`src/rtl/cic_pkg.sv`:
```
package cic_pkg;
    localparam int CIC_ORDER   = 3;
    localparam int DECIM_LOG2  = 8;
    localparam int PCM_W       = 16;
    localparam int ACC_W       = CIC_ORDER * DECIM_LOG2 + 1;

    typedef struct packed {
        logic strobe;   // decimation enable for this cycle
        logic armed;    // comb delay line already filled
    } dec_tick_t;
endpackage

```
`src/rtl/cic_integrator_chain.sv`:
```
module cic_integrator_chain #(
    parameter int ORDER = cic_pkg::CIC_ORDER,
    parameter int W     = cic_pkg::ACC_W
) (
    input  logic         clk,
    input  logic         rst,
    input  logic         bit_in,
    output logic [W-1:0] integ_out
);
    logic [ORDER:0][W-1:0] src;

    assign src[0] = {{(W-1){1'b0}}, bit_in};

    for (genvar g = 0; g < ORDER; g++) begin : g_stage
        logic [W-1:0] acc_q;
        always_ff @(posedge clk) begin
            if (rst) acc_q <= '0;
            else     acc_q <= acc_q + src[g];
        end
        assign src[g+1] = acc_q;
    end

    assign integ_out = src[ORDER];
endmodule

```
`src/rtl/cic_decim_timer.sv`:
```
module cic_decim_timer #(
    parameter int ORDER     = cic_pkg::CIC_ORDER,
    parameter int RATE_LOG2 = cic_pkg::DECIM_LOG2
) (
    input  logic                 clk,
    input  logic                 rst,
    output cic_pkg::dec_tick_t   tick
);
    localparam int FILL_W = $clog2(ORDER + 1);
    localparam logic [FILL_W-1:0] FILL_DONE = FILL_W'(ORDER);

    logic [RATE_LOG2-1:0] div_q;
    logic [FILL_W-1:0]    fill_q;
    logic                 at_wrap;

    assign at_wrap = &div_q;

    always_ff @(posedge clk) begin
        if (rst) begin
            div_q  <= '0;
            fill_q <= '0;
        end else begin
            div_q <= div_q + 1'b1;
            if (at_wrap && fill_q != FILL_DONE)
                fill_q <= fill_q + 1'b1;
        end
    end

    assign tick.strobe = at_wrap;
    assign tick.armed  = (fill_q == FILL_DONE);
endmodule

```
`src/rtl/cic_comb_chain.sv`:
```
module cic_comb_chain #(
    parameter int ORDER = cic_pkg::CIC_ORDER,
    parameter int W     = cic_pkg::ACC_W
) (
    input  logic         clk,
    input  logic         rst,
    input  logic         enable,
    input  logic [W-1:0] comb_in,
    output logic [W-1:0] comb_out
);
    logic [ORDER:0][W-1:0] diff;

    assign diff[0] = comb_in;

    for (genvar g = 0; g < ORDER; g++) begin : g_stage
        logic [W-1:0] delay_q;
        always_ff @(posedge clk) begin
            if (rst)         delay_q <= '0;
            else if (enable) delay_q <= diff[g];
        end
        assign diff[g+1] = diff[g] - delay_q;
    end

    assign comb_out = diff[ORDER];
endmodule

```
`src/rtl/cic_output_stage.sv`:
```
module cic_output_stage #(
    parameter int W  = cic_pkg::ACC_W,
    parameter int OW = cic_pkg::PCM_W
) (
    input  logic                clk,
    input  logic                rst,
    input  cic_pkg::dec_tick_t  tick,
    input  logic [W-1:0]        raw,
    output logic [OW-1:0]       pcm,
    output logic                pcm_stb
);
    localparam int           SHIFT  = W - 1 - OW;
    localparam logic [W-1:0] MID    = W'(1) << (W - 2);
    localparam logic [W-1:0] TOP_OK = (W'(1) << (OW - 1)) - W'(1);

    logic signed [W-1:0] centered;
    logic signed [W-1:0] scaled;
    logic [OW-1:0]       clamped;

    always_comb begin
        centered = $signed(raw - MID);
        scaled   = centered >>> SHIFT;
        if (scaled > $signed(TOP_OK)) clamped = TOP_OK[OW-1:0];
        else                          clamped = scaled[OW-1:0];
    end

    always_ff @(posedge clk) begin
        if (rst) begin
            pcm     <= '0;
            pcm_stb <= 1'b0;
        end else begin
            pcm_stb <= tick.strobe && tick.armed;
            if (tick.strobe && tick.armed) pcm <= clamped;
        end
    end
endmodule

```
`src/rtl/cic_sinc3_decimator.sv`:
```
module cic_sinc3_decimator #(
    parameter int ORDER     = cic_pkg::CIC_ORDER,
    parameter int RATE_LOG2 = cic_pkg::DECIM_LOG2,
    parameter int OUT_W     = cic_pkg::PCM_W
) (
    input  logic             clk,
    input  logic             rst,
    input  logic             mod_bit,
    output logic [OUT_W-1:0] pcm_sample,
    output logic             pcm_valid
);
    localparam int ACC_BITS = ORDER * RATE_LOG2 + 1;

    logic [ACC_BITS-1:0] integ_sum;
    logic [ACC_BITS-1:0] comb_sum;
    cic_pkg::dec_tick_t  tick;

    cic_integrator_chain #(.ORDER(ORDER), .W(ACC_BITS)) u_integ (
        .clk(clk), .rst(rst), .bit_in(mod_bit), .integ_out(integ_sum)
    );

    cic_decim_timer #(.ORDER(ORDER), .RATE_LOG2(RATE_LOG2)) u_timer (
        .clk(clk), .rst(rst), .tick(tick)
    );

    cic_comb_chain #(.ORDER(ORDER), .W(ACC_BITS)) u_comb (
        .clk(clk), .rst(rst), .enable(tick.strobe),
        .comb_in(integ_sum), .comb_out(comb_sum)
    );

    cic_output_stage #(.W(ACC_BITS), .OW(OUT_W)) u_out (
        .clk(clk), .rst(rst), .tick(tick), .raw(comb_sum),
        .pcm(pcm_sample), .pcm_stb(pcm_valid)
    );
endmodule

```
`config.mk`:
```
export PLATFORM = sky130hd
export DESIGN_NAME = cic_sinc3_decimator
export DESIGN_NICKNAME = d
export VERILOG_FILES = /design/src/rtl/cic_pkg.sv /design/src/rtl/cic_integrator_chain.sv /design/src/rtl/cic_decim_timer.sv /design/src/rtl/cic_comb_chain.sv /design/src/rtl/cic_output_stage.sv /design/src/rtl/cic_sinc3_decimator.sv
export SDC_FILE = /design/constraint.sdc
export NUM_CORES = 1
export LEC_CHECK = 0
export ABC_AREA = 1
export ABC_CLOCK_PERIOD_IN_PS = 8900
export BUFFER_PORTS_ARGS = -buffer_cell sky130_fd_sc_hd__buf_2
export CAP_MARGIN = 20
export CORE_AREA = 2 2 236 180
export CTS_BUF_LIST = sky130_fd_sc_hd__clkbuf_4 sky130_fd_sc_hd__clkbuf_8
export DETAILED_ROUTE_END_ITERATION = 16
export DIE_AREA = 0 0 238 182
export SLEW_MARGIN = 5
export SYNTH_ARGS = -nofsm -noshare
export SYNTH_HDL_FRONTEND = slang
export SYNTH_SLANG_ARGS = --single-unit
```
`constraint.sdc`:
```
create_clock -name clk -period 8.9 [get_ports clk]
set_input_delay 2.225 -clock clk [delete_from_list [all_inputs] [get_ports clk]]
set_output_delay 2.225 -clock clk [all_outputs]
set_load 0.01 [all_outputs]
```
Word level (Yosys, flattened, before mapping)
Index checks and enable logic that the tools add are counted.
{"block": "word_totals", "ff_bits": 177, "latch_bits": 0, "ram_bits": 0, "rom_bits": 0, "in_bits": 3, "out_inout_bits": 17, "wordCells": 26, "mem_count": 0}
{"block": "op_classes", "n_addsub": 9, "n_mul": 0, "div_mod_pow": 0, "order_cmp": 1, "n_eq_ne": 2, "shifts": 0, "muxes": 1, "bitwise_logic": 0, "n_reduce_logical": 3}
{"cell": "25-bit subtractor", "count": 3}
{"cell": "25-bit adder", "count": 2}
{"cell": "25-bit by 1-bit adder with 25-bit output", "count": 1}
{"cell": "25-bit by 24-bit subtractor with 25-bit output (second input constant)", "count": 1}
{"cell": "17-bit by 16-bit > comparator with 1-bit output (second input constant)", "count": 1}
{"cell": "16-bit two-way mux", "count": 1}
{"cell": "8-bit by 1-bit adder with 8-bit output (second input constant)", "count": 1}
{"cell": "8-bit AND reduction", "count": 1}
{"cell": "2-bit by 1-bit adder with 2-bit output (second input constant)", "count": 1}
{"cell": "2-bit equality test (second input constant)", "count": 1}
{"cell": "1-bit logical AND", "count": 2}
{"cell": "2-bit != test (second input constant)", "count": 1}

Depth between registers and ports, before layout
Gate-level depths: netlist of the first run.
{"block": "logic_depth", "depth_word": 6, "mapped_depth": 37, "ltp_nobuf": 36}

Cells and area by module
A second synthesis of the first run with hierarchy kept.
{"block": "hier_totals", "cells_unflattened": 2327, "hier_area_um2": 14411.3}
{"mod": "cic_comb_chain", "instances": 1, "cells_per_inst": 1088, "area_each_um2": 7053.0, "seq_area_each_um2": 1501.4}
{"mod": "cic_integrator_chain", "instances": 1, "cells_per_inst": 1072, "area_each_um2": 6088.3, "seq_area_each_um2": 1501.4}
{"mod": "cic_output_stage", "instances": 1, "cells_per_inst": 101, "area_each_um2": 797.0, "seq_area_each_um2": 340.3}
{"mod": "cic_decim_timer", "instances": 1, "cells_per_inst": 66, "area_each_um2": 473.0, "seq_area_each_um2": 200.2}

Least setup slack after synthesis of the first run
No wires, ideal clock.
{"block": "synth_timing", "kind": "flip-flop to flip-flop", "from": "register u_comb.g_stage[0].delay_q[2]", "to": "register u_out.pcm[10]", "setup_time_ps": 130, "arrival_ps": 4932, "required_time_ps": 8770, "setup_slack_ps": 3838, "stages_incl_launch_ff": 34, "path_buffers": 1, "period_less_slack_ps": 5062, "cell_sequence": "dfxtp_1 -> inv_1 -> ha_1 -> a21oi_1 -> nand2_1 -> a21boi_1 -> o21bai_1 -> a21oi_1 -> o21bai_1 -> a21boi_1 -> xor2_1 -> inv_1 -> ha_1 -> a21oi_1 -> o21ai_0 -> inv_1 -> nand2_1 -> inv_1 -> nand2_1 -> nand2_1 -> nand2_1 -> a21oi_1 -> xor2_1 -> ha_1 -> ha_1 -> inv_1 -> nor3_1 -> nand2_1 -> or2_2 -> nand3_1 -> nand3_1 -> nand3_4 -> buf_12 -> a21oi_4"}
{"element": "from (decl)", "line_no": "cic_comb_chain.sv:16", "text": "logic [W-1:0] delay_q;"}
{"element": "from (signal assigned)", "line_no": "cic_comb_chain.sv:19", "text": "else if (enable) delay_q <= diff[g];"}
{"element": "to (signal assigned)", "line_no": "cic_output_stage.sv:33", "text": "if (tick.strobe && tick.armed) pcm <= clamped;"}
{"element": "to (decl)", "line_no": "cic_output_stage.sv:9", "text": "output logic [OW-1:0] pcm,"}

==> results.md, run 1 <==
- Endpoints failing hold: 0
- Inst Count DP: 2232
- Die width: 238 um
- Leak Pwr: 6.27 nW
- Worst vdd ir: 0.000284 V
- Flop pwr share: 16.0%
- CP max FO: 15
- Crit path from: u_integ.integ_out[2]
- DR WL/cell: 12.5 um
- Hold WC Path Type: register to register
- WP data arrival: 6.31 ns
- EDFF count, synth: 0
- FMAX: 0.170 GHz
- Most frequent cells in the layout: inv_1 (265), a21oi_1 (260), nand2_1 (246), dfxtp_1 (177), o21ai_0 (174)
- Grt total ovfl: 0
- Unrepaired setup endpoints after global routing: no
- Initial core utilization: 29.6%
- Int Pwr: 2.31 mW
- Worst Setup Start Kind: register
- Fin. max-slew vios: 0
- Period utilisation layout: 66.1%
- Post-Route WL: 28300 um
- Maxcap violations: 0
- Worst Skew: 0.0170 ns
- Final setup margin: 3.02 ns
- Clock share of power: 12.6%
- Buffers on Ports: 19
- Seq/Total Area, Yosys: 29.0%
- CTS Buffer Depth: 2
- Die height: 182 um
- Overall global routing resource usage: 13.5%
- Initial DRC count: 638
- Hold wc startpoint: u_comb.g_stage[0].delay_q[23]
- Synth area leader: dfxtp_1
- Diodes inserted: 0
- Synth Register Bits: 177
- Final Non-Filler Cells: 2264
- Critical path's largest stage delay: 0.37 ns
- CTS tree: built
- Antenna Nets Post-Route: 0
- CP Capture Type: register
- Mapped cell area: 0.0122 mm2
- Syn Area/Cell: 7.14 um2
- FILL cells: 4440
- Post-CTS Setup Bufs: 0
- Setup violators final: 0
- R2R Path Start: u_integ.integ_out[2]
- Core area: 0.0413 mm2
- Crit path time final: 5.88 ns
- Synth area leaders: dfxtp_1 (29%), ha_1 (15%), a21oi_1 (11%), inv_1 (8.1%), nand2_1 (7.6%)
- Fin Setup TNS: 0 ns
- Top Ports: 20
- Sw power: 2.71 mW
- H-tree depth: 4
- Clk root buf: clkbuf_8
- Share of cells above drive strength 1: 5.84%
- Clk slew on worst S/H paths: 0.10 ns
- Pwr Total: 5.02 mW
- Crit Path Category: register to register
- Distinct cells, synth: 49
- Status: complete, no violations
- Post-synthesis net count: 1862
- Most common cell after layout, fill and taps aside: inv_1
- Final #Nets: 1868
- Remaining DRCs: 0
- Cts bufs inserted: 17
- Site Rows: 65
- Power Density: 377 mW/mm2
- Slew @ Worst Pin: 0.832 ns
- Vias: 10600
- Full die area: 0.0433 mm2
- Clk_lat worst skew: 0.49 ns
- Hold-fix buffers at CTS: 0
- First-pass GRT wire length: 48100 um
- Yosys warnings: 0
- CTS resizes: 0
- Pin count of the biggest net entering global routing: 125
- Worst path required time: 9.32 ns
- Vias in the first global route: 9938
- Gate Count Post-Synth: 1710
- Hpwl dp: 21600 um
- Max-slew headroom: 44.5%
- Worst path slowest cell: ha_1
- Sink Count: 177
- Area grow syn2layout: 9.06%
- Comb pwr share: 71.4%
- Via/cell ratio: 4.70
- Share of the synthesized area in the top cell type: 29.0%
- Initial antenna violation count: 0
- Crit-path most repeated cell: nand2_1
- First-pass DRT Iterations: 5
- Post-synth top flop: dfxtp_1
- Gpl congestion: 0.921
- Pre-CTS WS: 3.05 ns
- Post-synth ARST share: 0%
- Sw Ratio: 54.0%
## per-layer routing
| layer | share of wire [%] | GRT usage, % |
|---|---|---|
| met2 | 41 | 20.6 |
| met4 | 0.96 | 2.68 |
| met3 | 2.8 | 2.55 |
| met5 | 0 | 0 |
| met1 | 55 | 19.6 |
## critical path: cells and delay by family (launching register included)
kind | cells | cell delay [ns]
AOI/OAI and AO/OA | 10 | 1.76
and+or+nand+nor | 11 | 1.59
adders and majority gates | 4 | 1.28
xor gates and xnor gates | 2 | 0.45
buffers and inverters | 5 | 0.36
DFF | 1 | 0.35
## through the flow
step / cell area (um2) / utilization (%) / hold WS, ns
after floorplan: 12200 / - / 0.418
final: 13300 / 32.2 / 0.459
after global placement: 12900 / 31.1 / 0.428
after CTS: 13300 / 32.2 / 0.464
after global routing: 13300 / 32.2 / 0.478
after detailed placement: 12900 / 31.1 / 0.447
## sequential cells by signal, summed over array words and instances (netlist names)
signal and count:
u_out.pcm 16, u_timer.fill_q 2, u_comb.g_stage.delay_q 75, u_integ.g_stage.acc_q 50
u_out.pcm_stb 1, u_timer.div_q 8, u_integ.integ_out 25
## layout make-up
cell class	instances	area, um2	area share, %
Sequential cell	177	3540	26.6
Inverter	268	1010	7.55
Tap cell	536	671	5.03
Timing Repair Buffer	26	168	1.26
Multi-Input combinational cell	1226	7490	56.3
Clock buffer	22	284	2.13
Clock inverter	9	155	1.16
## final timing paths
check,to,slack [ns],depth (start not counted)
hold reg to reg,u_comb.g_stage[0].delay_q[23],0.46,2
setup / recovery,u_out.pcm[2],3.02,32
setup reg to reg,u_out.pcm[2],3.02,32
hold / removal,u_comb.g_stage[0].delay_q[23],0.46,2
## cells by family (layout without fill, tap and decap cells)
| logic type | count (synthesis) | after routing | synth area share (%) |
|---|---|---|---|
| xor+xnor | 64 | 64 | 4.59 |
| simple gates | 488 | 488 | 17.3 |
| buf+inv | 307 | 325 | 9.64 |
| compound gates | 525 | 525 | 24.0 |
| fa+ha+maj | 149 | 149 | 15.5 |
| flops | 177 | 177 | 29.0 |
## Yosys cell counts, types with 2 or more instances
master and n:
inv_1 265, a21oi_1 260, nand2_1 246, dfxtp_1 177
o21ai_0 174, ha_1 145, nor2_1 114, nand3_1 59
xor2_1 48, clkbuf_1 32, o21bai_1 17, nand4_1 16
nor3_1 16, xnor2_1 16, o21a_1 14, a21o_1 12
nor2_2 11, a21oi_4 10, a31oi_1 10, o21ai_1 6
o211ai_1 5, a21boi_0 4, fa_1 4, nand2_2 4
nand3b_1 4, nor4_1 4, a21oi_2 3, a221oi_1 3
buf_1 3, nand3_2 3, a21boi_1 2, a31o_2 2
and3_1 2, buf_4 2, inv_2 2, or2_2 2
## power by group through the flow
stage	clock, mW	combinational, mW	sequential (mW)
6_report	0.632	3.58	0.804
5_1_grt	0.687	4.02	0.806
4_1_cts	0.652	3.58	0.804
3_5_place_dp	0	3.56	0.823
3_3_place_gp	0	3.58	0.822
2_1_floorplan	0	2.84	0.820
No activity file was read; power rests on OpenSTA's default activity.
==> inputs of run 2 (changes only) <==
ABC_AREA = 0   (was 1)
ABC_CLOCK_PERIOD_IN_PS = 4800   (was 8900)
CORE_AREA = 2 2 231 176   (was 2 2 236 180)
DIE_AREA = 0 0 233 178   (was 0 0 238 182)
clock period = 4.8 ns   (was 8.9 ns; I/O delays follow)
==> run 2 against run 1 <==
The flow now finishes with violations (setup timing). Highest routed layer unchanged. Critical path depth is 2 lower. Critical endpoint is now u_out.pcm[1]. Global-route usage is 0.82 points lower. Clock power is 61% higher. Largest power group unchanged. Via count is 3.0% lower. Register-to-register slack worse by 4.3 ns. Combinational power is 120% higher.
==> results.md, run 2 <==
- Status: finished with violations
- Failing checks: setup timing
- Sw Ratio: 41.1%
- DR WL/cell: 11.8 um
- Top-count cell post-synth: nand2_1
- WHS Path Cells: 2
- FILL cells: 4011
- Worst vdd ir: 0.00114 V
- Fin Setup TNS: -20.82 ns
- Clk slew on worst S/H paths: 0.09 ns
- Most frequent cells in the layout: buf_4 (202), nand2_1 (193), dfxtp_1 (173), a21oi_1 (145), ha_1 (141)
- R2R Path Start: u_integ.integ_out[0]
- Share of the synthesized area in the top cell type: 30.5%
- Hold wc startpoint: u_comb.g_stage[2].delay_q[5]
- Grt total ovfl: 0
- Comb pwr share: 75.7%
- Synth area leader: dfxtp_1
- Vias: 10300
- Post-synth ARST share: 0%
- CTS Buffer Depth: 2
- Sink Count: 177
- R2r endpoint: u_out.pcm[1]
- Gate Count Post-Synth: 1455
- Remaining DRCs: 0
- Fin. max-slew vios: 0
- Unrepaired setup endpoints after global routing: yes
- Final Cell Area: 0.0144 mm2
- Setup violators final: 16
- Post-Route WL: 25700 um
- XOR/XNOR Fraction of Synth Area: 8.86%
- R2r worst-path depth: 30
- Int Pwr: 6.09 mW
- Maxcap violations: 0
- First-pass DRT Iterations: 6
- Core area: 0.0392 mm2
- Pin count of the biggest net entering global routing: 75
- Worst Setup Start Kind: register
- Antenna Nets Post-Route: 0
- Synth area leaders: dfxtp_1 (30%), ha_1 (16%), a21oi_1 (6.6%), nand2_1 (6.2%), xnor2_1 (4.9%)
- Die height: 178 um
- Worst path slowest cell: or4_4
- Clk root buf: clkbuf_8
- Most common cell after layout, fill and taps aside: buf_4
- EDFF count, synth: 0
- Max FFs per register: 75
- Pwr Total: 10.3 mW
- Diodes inserted: 0
- Worst Hold End: u_comb.g_stage[2].delay_q[5]
- Commonest cells in the netlist: nand2_1 (193), dfxtp_1 (177), a21oi_1 (154)
- Hold-fix buffers at CTS: 0
- Top register by number of flip-flops: u_comb.g_stage.delay_q
- Hpwl dp: 19000 um
- Initial core utilization: 29.7%
- DP Area: 0.0137 mm2
- Post-synthesis net count: 1607
- Vias in the first global route: 9449
- Area grow syn2layout: 24.1%
- Top Ports: 20
- Sw power: 4.25 mW
- Site Rows: 63
- Buffers on Ports: 19
- Via/cell ratio: 4.73
- Clock share of power: 9.8%
- R2R Setup Slk: -1.32 ns
- Max-slew headroom: 29.5%
- CP Capture Type: register
- CTS tree: built
- Seq/Total Area, Yosys: 30.5%
- Multi-input logic area: 0.00782 mm2
- Period utilisation layout: 128%
- Critical path's largest stage delay: 0.44 ns
- Crit path time final: 6.12 ns
- Share of cells above drive strength 1: 19.5%
- Post-synth top flop: dfxtp_1
- Fin util: 36.8%
- FMAX: 0.163 GHz
- Cts bufs inserted: 17
- Overall global routing resource usage: 12.6%
- Die width: 233 um
- Syn Area/Cell: 7.99 um2
- Worst Skew: 0.0159 ns
- Slew @ Worst Pin: 1.06 ns
- Initial antenna violation count: 0
- Power Density: 718 mW/mm2
- Full die area: 0.0415 mm2
- Largest family of logic cells by synthesized area: compound AO/OA/AOI/OAI gates
- Flop pwr share: 14.4%
- H-tree depth: 4
- Hold WC Path Type: register to register
- Initial DRC count: 445
- Mapped cell area: 0.0116 mm2
- Crit Path Category: register to register
- Distinct cells, synth: 66
- Mux share of post-synthesis cell area: 0.754%
- CP max FO: 15
- Leak Pwr: 6.22 nW
- Simple-gate portion of the synthesized area: 18.4%
- Final setup margin: -1.32 ns
- Final #Nets: 1806
- Synth Area in Adders: 16.3%
- Compound-Gate Fraction of Synth Area: 20.4%
- Synth Register Bits: 177
- First-pass GRT wire length: 43400 um
- Gpl congestion: 0.839
- Yosys warnings: 0
- Worst path required time: 5.23 ns
- WP data arrival: 6.55 ns
- Register area: 0.00355 mm2
- Endpoints failing hold: 0
- Clk_lat worst skew: 0.50 ns
run 2: worst max-delay path: cells and delay by family, from the launching register on:
kind,cells,cell delay (ns)
and+or+nand+nor,6,1.39
adders and majority gates,5,1.47
DFF,1,0.33
buffers and inverters,3,0.24
muxes,1,0.08
AOI/OAI and AO/OA,13,2.27
xor gates and xnor gates,2,0.25
run 2: worst max path at each step:
stage                          from             to  slack [ns]  cells after the start
6_report       u_integ.integ_out[0]   u_out.pcm[1]       -1.32                     30
5_1_grt        u_integ.integ_out[0]  u_out.pcm[11]       -1.61                     30
2_1_floorplan  u_integ.integ_out[0]  u_out.pcm[10]       -1.01                     30
4_1_cts        u_integ.integ_out[0]   u_out.pcm[2]       -1.25                     30
3_5_place_dp   u_integ.integ_out[0]   u_out.pcm[6]       -1.36                     27
3_3_place_gp   u_integ.integ_out[0]   u_out.pcm[1]       -1.24                     27
run 2: final cells by class:
| type | instances | area share, % |
|---|---|---|
| Inverter | 103 | 2.68 |
| Tap cell | 520 | 4.51 |
| Multi-Input combinational cell | 1132 | 54.2 |
| Timing Repair Buffer | 223 | 11.4 |
| Sequential cell | 177 | 24.6 |
| Clock inverter | 8 | 0.564 |
| Clock buffer | 22 | 2.01 |
run 2: power groups by stage:
stage               Combinational, mW  Sequential, mW  Clock [mW]
floorplan                        4.30            1.53           0
global placement                 6.79            1.53           0
detailed placement               6.87            1.53           0
CTS                              7.17            1.50        1.07
global route                     8.68            1.50        1.12
finish                           7.84            1.50        1.02
run 2: cells by family (layout without fill, tap and decap cells):
group                    Yosys count  in the layout
adder cells (fa/ha/maj)          149            149
buffers and inverters            146            356
AO/OA/AOI/OAI                    384            384
multiplexers                       7              7
AND/OR/NAND/NOR                  477            477
XOR/XNOR                         115            115
flip-flops                       177            177
run 2: what timing repair did:
| item | CTS | global route |
|---|---|---|
| cloned | 0 | 0 |
| resized for setup | 6 | 35 |
| setup endpoints to repair | 16 | 18 |
| pin swaps | 20 | 25 |
| setup buffers | 4 | 7 |
run 2: stage by stage:
step	std cells	hold slack (ns)	setup slack, ns
floorplan	1455	0.418	-1.01
global placement	2144	0.430	-1.24
detailed placement	2144	0.448	-1.36
CTS	2178	0.460	-1.25
global route	2185	0.471	-1.61
finish	2185	0.456	-1.32
run 2: routing by layer:
metal / wire [um] / up-vias / GRT usage [%] / share of wire (%)
met5: 0 / - / 0 / 0
met4: 387 / 0 / 4.22 / 1.5
met3: 566 / 20 / 2.30 / 2.2
met2: 11100 / 68 / 19.5 / 43
met1: 13700 / 4777 / 17.7 / 53
li1: - / 5463 / - / -
